==> src/rtl/traj_monitor.sv <==
module traj_monitor #(
  parameter int W  = 8,
  parameter int CW = 8
) (
  input  logic          clk,
  input  logic          rst_n,
  input  logic          cfg_load,
  input  logic          cfg_mode,
  input  logic          cfg_ant_guard,
  input  logic [W-1:0]  cfg_ant_val,
  input  logic [CW-1:0] cfg_ant_start,
  input  logic [CW-1:0] cfg_ant_end,
  input  logic          cfg_chk_guard,
  input  logic [W-1:0]  cfg_chk_val,
  input  logic [CW-1:0] cfg_chk_start,
  input  logic [CW-1:0] cfg_chk_end,
  input  logic [W-1:0]  dut_val,
  input  logic          dut_inv,
  output logic [W-1:0]  atom_val,
  output logic          atom_inv,
  output logic          ant_fail,
  output logic          chk_fail,
  output logic          verdict,
  output logic          done
);

  logic          a_g, c_g, mode_q;
  logic [W-1:0]  a_v, c_v;
  logic [CW-1:0] a_s, a_e, c_s, c_e, cnt;
  logic          af_q, cf_q, done_q;

  always_ff @(posedge clk) begin
    if (!rst_n) begin
      a_g <= 1'b0; a_v <= '0; a_s <= '0; a_e <= '0;
      c_g <= 1'b0; c_v <= '0; c_s <= '0; c_e <= '0;
      mode_q <= 1'b0;
    end else if (cfg_load) begin
      a_g <= cfg_ant_guard; a_v <= cfg_ant_val; a_s <= cfg_ant_start; a_e <= cfg_ant_end;
      c_g <= cfg_chk_guard; c_v <= cfg_chk_val; c_s <= cfg_chk_start; c_e <= cfg_chk_end;
      mode_q <= cfg_mode;
    end
  end

  wire           ant_act = (cnt >= a_s) && (cnt < a_e);
  wire           chk_act = (cnt >= c_s) && (cnt < c_e);
  wire           assert_on = ant_act && a_g;
  wire           clash = assert_on && !dut_inv && (dut_val != a_v);
  wire [CW-1:0]  last_end = (a_e > c_e) ? a_e : c_e;

  assign atom_inv = dut_inv && !assert_on;
  assign atom_val = (ant_act && dut_inv) ? a_v : dut_val;

  wire           chk_err = chk_act && c_g && (atom_inv || (atom_val != c_v));

  always_ff @(posedge clk) begin
    if (!rst_n || cfg_load) begin
      cnt    <= '0;
      af_q   <= 1'b0;
      cf_q   <= 1'b0;
      done_q <= 1'b0;
    end else begin
      if (!done_q && cnt != '1) cnt <= cnt + 1'b1;
      af_q   <= af_q || clash;
      cf_q   <= cf_q || chk_err;
      done_q <= done_q || (cnt >= last_end);
    end
  end

  assign ant_fail = af_q;
  assign chk_fail = cf_q;
  assign done     = done_q;
  assign verdict  = mode_q ? (af_q || cf_q) : (cf_q && !af_q);

  p_load_clear_r1: assert property (@(posedge clk) disable iff (!rst_n)
    cfg_load |=> (!ant_fail && !chk_fail && !done));

  p_valid_kept_r3: assert property (@(posedge clk) disable iff (!rst_n)
    !dut_inv |-> (!atom_inv && atom_val == dut_val));

  p_clash_flag_r4: assert property (@(posedge clk) disable iff (!rst_n)
    (clash && !cfg_load) |=> ant_fail);

  p_chk_flag_r7: assert property (@(posedge clk) disable iff (!rst_n)
    (chk_err && !cfg_load) |=> chk_fail);

  p_ant_sticky_r8: assert property (@(posedge clk) disable iff (!rst_n)
    (ant_fail && !cfg_load) |=> ant_fail);

  p_chk_sticky_r8: assert property (@(posedge clk) disable iff (!rst_n)
    (chk_fail && !cfg_load) |=> chk_fail);

  p_done_hold_r9: assert property (@(posedge clk) disable iff (!rst_n)
    (done && !cfg_load) |=> done);

endmodule

==> config.mk <==
export PLATFORM = sky130hd
export DESIGN_NAME = traj_monitor
export DESIGN_NICKNAME = d
export VERILOG_FILES = /design/src/rtl/traj_monitor.sv
export SDC_FILE = /design/constraint.sdc
export NUM_CORES = 1
export LEC_CHECK = 0
export ABC_CLOCK_PERIOD_IN_PS = 8710
export BUFFER_PORTS_ARGS = -buffer_cell sky130_fd_sc_hd__buf_2
export CAP_MARGIN = 20
export CORE_UTILIZATION = 52
export CTS_BUF_LIST = sky130_fd_sc_hd__clkbuf_16
export DETAILED_ROUTE_END_ITERATION = 8
export PLACE_DENSITY = 0.76
export RECOVER_POWER = 100
export SLEW_MARGIN = 20
export SYNTH_ARGS = -nofsm -noshare
export SYNTH_HDL_FRONTEND = slang
export SYNTH_SLANG_ARGS = --single-unit
==> constraint.sdc <==
create_clock -name clk -period 8.71 [get_ports clk]
set_clock_uncertainty 0.15 [all_clocks]
set_input_delay 1.742 -clock clk [delete_from_list [all_inputs] [get_ports clk]]
set_output_delay 1.742 -clock clk [all_outputs]
set_load 0.01 [all_outputs]
==> results.md <==
- DRC Markers: 0
- DR vias: 3,030
- Worst IR drop on VDD: 0.09838 mV
- Final HPWL DP: 5977 µm
- Drt via density: 5.197
- Critical path data arrival time: 5420 ps
- Die Ht: 88.63 µm
- Cell Chain, Critical Path: buf_2 > clkbuf_1 > nand2b_1 > a2111oi_0 > nand3_1 > a32oi_1
- Power Total: 0.0008237 W
- Root Buffer: clkbuf_16
- Num CTS Buffers: 9
- Startpoint types: input port
- Period utilisation layout: 0.6162
- Clock buffer depth: 2
- Net Sw Frac: 0.2484
- Crit-path max cell delay: 2540 ps
- RSZ-0062 raised after global routing: false
- Max cap viols: 1
- Post-synth cell types: 38
- Area grow syn2layout: 18.63%
- Number of global-route vias before repair: 2,891
- Core area: 7253 µm²
- Asr flop ratio synth: 0
- Crit path max-delay cell type: clkbuf_1
- H-tree depth: 3
- Postcts setup bufs: 0
- Count of final max-slew check failures: 54
- WP data required: 8760 ps
- Clock share of power: 0.447
- Hold buffer count at CTS: 0
- Latest clock arrival within the worst-skew pair: 330 ps
- Hold Slack: 364.4 ps
- Post-synth top flop: dfxtp_1
- Synth Register Bits: 62
- Site Rows: 31
- Logic pwr share: 0.171
- Layout cells sized above 1: 0.1880
- Internal power: 0.0006191 W
- Post-placement cell count: 567
- Place WS: 4255 ps
- I/O pins: 76
- Congestion Overflow GR: 0
- Initial antenna violation count: 0
- Buf+Inv Stages, Crit Path: 2
- Initial Util: 0.5380
- Cts repair resizes: 0
- Clk sinks: 62
- Wire per inst: 14.07 µm
- First-pass GRT wire length: 13,460 µm
- Top delay family on crit path: buffers and inverters
- Status: finished with violations
- # fillers: 635
- Diode count: 0
- Hold Violations, Final: 0
- Failing checks: max-capacitance violations, max-slew violations
- CTS tree: done
- Seq/Total Area, Yosys: 0.3181
- PwrDens: 177.9 nW/µm²
- Max Fanout on Critical Path: 53
- Syn Nets: 515
- Routed Wire Length: 8200 µm
- F_max: 186.3 MHz
- Worst setup EP type: register
- Synthesized area: 3902 µm²
- Syn Inst Count: 405
- Routability cong.: 0.8254
- Final Critical Period: 5367 ps
- PortBufs: 75
- Clk slew on worst S/H paths: 50 ps
- Largest net degree at the start of global routing: 54
- Max_slew headroom: -1.421
- Post-DRT Antenna Nets: 0
- Worst setup margin: 3343 ps
- Final Setup Violations: 0
- Worst hold path type: reg2reg
- Fin nets: 589
- Worst Setup Path Type: in2reg
- Reg2Reg Setup Slack: 4850 ps
- Die area: 7855 µm²
- Setup TNS: 0 ps
- P_sw: 0.0002046 W
- Post-synth EDFFs: 0
- Synth top area share: 0.3181
- Top cells by area, synth: dfxtp_1 32%, mux2i_1 15%, ha_1 15%
- GRT Total Usage: 0.2285
- Initial DRC count: 109
- Leak: 2.179 nW
- Actual slew at the worst max-slew pin: 3632 ps
- Synth area leader: dfxtp_1
- Mean Syn Cell Area: 9.636 µm²
- Die W: 88.63 µm
- Finished Layout Cells: 583
- Sequential power share: 0.382
- Synth warn: 0
- Number of detailed-route iterations in the first pass: 4
==> area by class of cell <==
type / count / area (µm²) / area share
Multi-Input combinational cell: 298 / 2474 / 0.5343
Inverter: 32 / 120.1 / 0.02595
Timing Repair Buffer: 76 / 365.4 / 0.07892
Clock buffer: 9 / 225.2 / 0.04865
Clock inverter: 7 / 80.08 / 0.01730
Tap cell: 99 / 123.9 / 0.02676
Sequential cell: 62 / 1241 / 0.2681
==> layer usage <==
metal,global-route usage,vias up,share of wire
met5,0,-,0
met4,0.1026,0,0.022
met3,0.05690,15,0.037
met2,0.3811,66,0.49
met1,0.2783,1403,0.45
li1,-,1546,-
==> cell usage in the layout (no fill, tap or decap), types with 2 or more instances in the layout <==
master / count
a21o_1: 8
bufinv_16: 2
nand3_1: 5
dfxtp_1: 62
clkbuf_1: 12
nor2b_1: 54
nor2_1: 16
buf_2: 64
nand2b_1: 7
o21ai_0: 8
nor3_1: 3
xnor2_1: 9
a21oi_1: 11
mux2_2: 8
clkinv_1: 3
a211oi_2: 2
clkbuf_16: 9
nand2_1: 8
a211oi_1: 3
ha_1: 47
nor4_1: 4
nand4_1: 7
or3_1: 3
inv_1: 33
o21a_1: 4
xor2_1: 18
mux2i_1: 59
==> synthesized netlist by cell type, types with 2 or more instances <==
| master | instances |
|---|---|
| a211oi_1 | 3 |
| a211oi_2 | 2 |
| a21o_1 | 8 |
| a21oi_1 | 11 |
| buf_1 | 3 |
| clkbuf_1 | 9 |
| dfxtp_1 | 62 |
| ha_1 | 47 |
| inv_1 | 32 |
| mux2_2 | 8 |
| mux2_4 | 2 |
| mux2i_1 | 59 |
| nand2_1 | 8 |
| nand2b_1 | 7 |
| nand3_1 | 5 |
| nand4_1 | 7 |
| nor2_1 | 16 |
| nor2b_1 | 54 |
| nor3_1 | 3 |
| nor4_1 | 4 |
| o21a_1 | 4 |
| o21ai_0 | 8 |
| or3_1 | 3 |
| xnor2_1 | 9 |
| xor2_1 | 18 |
==> sequential cells by signal (all words and copies together) (netlist names) <==
name and flops:
ant_fail 1, c_s 8, a_s 8, done 1
chk_fail 1, c_v 8, c_g 1, a_v 8
c_e 8, a_e 8, cnt 8, a_g 1
mode_q 1
==> per-stage QoR <==
stage | cell area [µm²] | utilization
after floorplan | 3902 | -
after global placement | 4359 | 0.6010
after detailed placement | 4359 | 0.6010
after CTS | 4664 | 0.6431
after global routing | 4629 | 0.6383
final | 4629 | 0.6383
==> worst paths after layout <==
check / from / endpoint / depth (start not counted)
worst max-delay path: cfg_load / chk_fail / 6
worst min register to register: c_s[1] / c_s[1] / 2
worst min-delay path: c_s[1] / c_s[1] / 2
worst max register to register: c_e[1] / done / 17
==> worst min-delay path, cell delays in order (launching register included) <==
cell and delay [ps]:
dfxtp_1 320, mux2i_1 60, nor2b_1 90
==> power by group through the flow <==
stage               clock network, W  logic [W]  registers, W
floorplan                          0   0.000102      0.000316
global placement                   0   0.000135      0.000319
detailed placement                 0   0.000139      0.000320
CTS                         0.000375   0.000142      0.000314
global route                0.000390   0.000157      0.000317
finish                      0.000368   0.000141      0.000314
==> cell families after synthesis <==
family                     share of synthesized area
AOI/OAI and AO/OA                            0.08240
xor gates and xnor gates                     0.06060
adders and majority gates                     0.1507
buffers and inverters                        0.04360
DFF                                           0.3181
muxes                                         0.1821
and+or+nand+nor                               0.1625
Note: power is estimated with default switching activity, not from simulation.
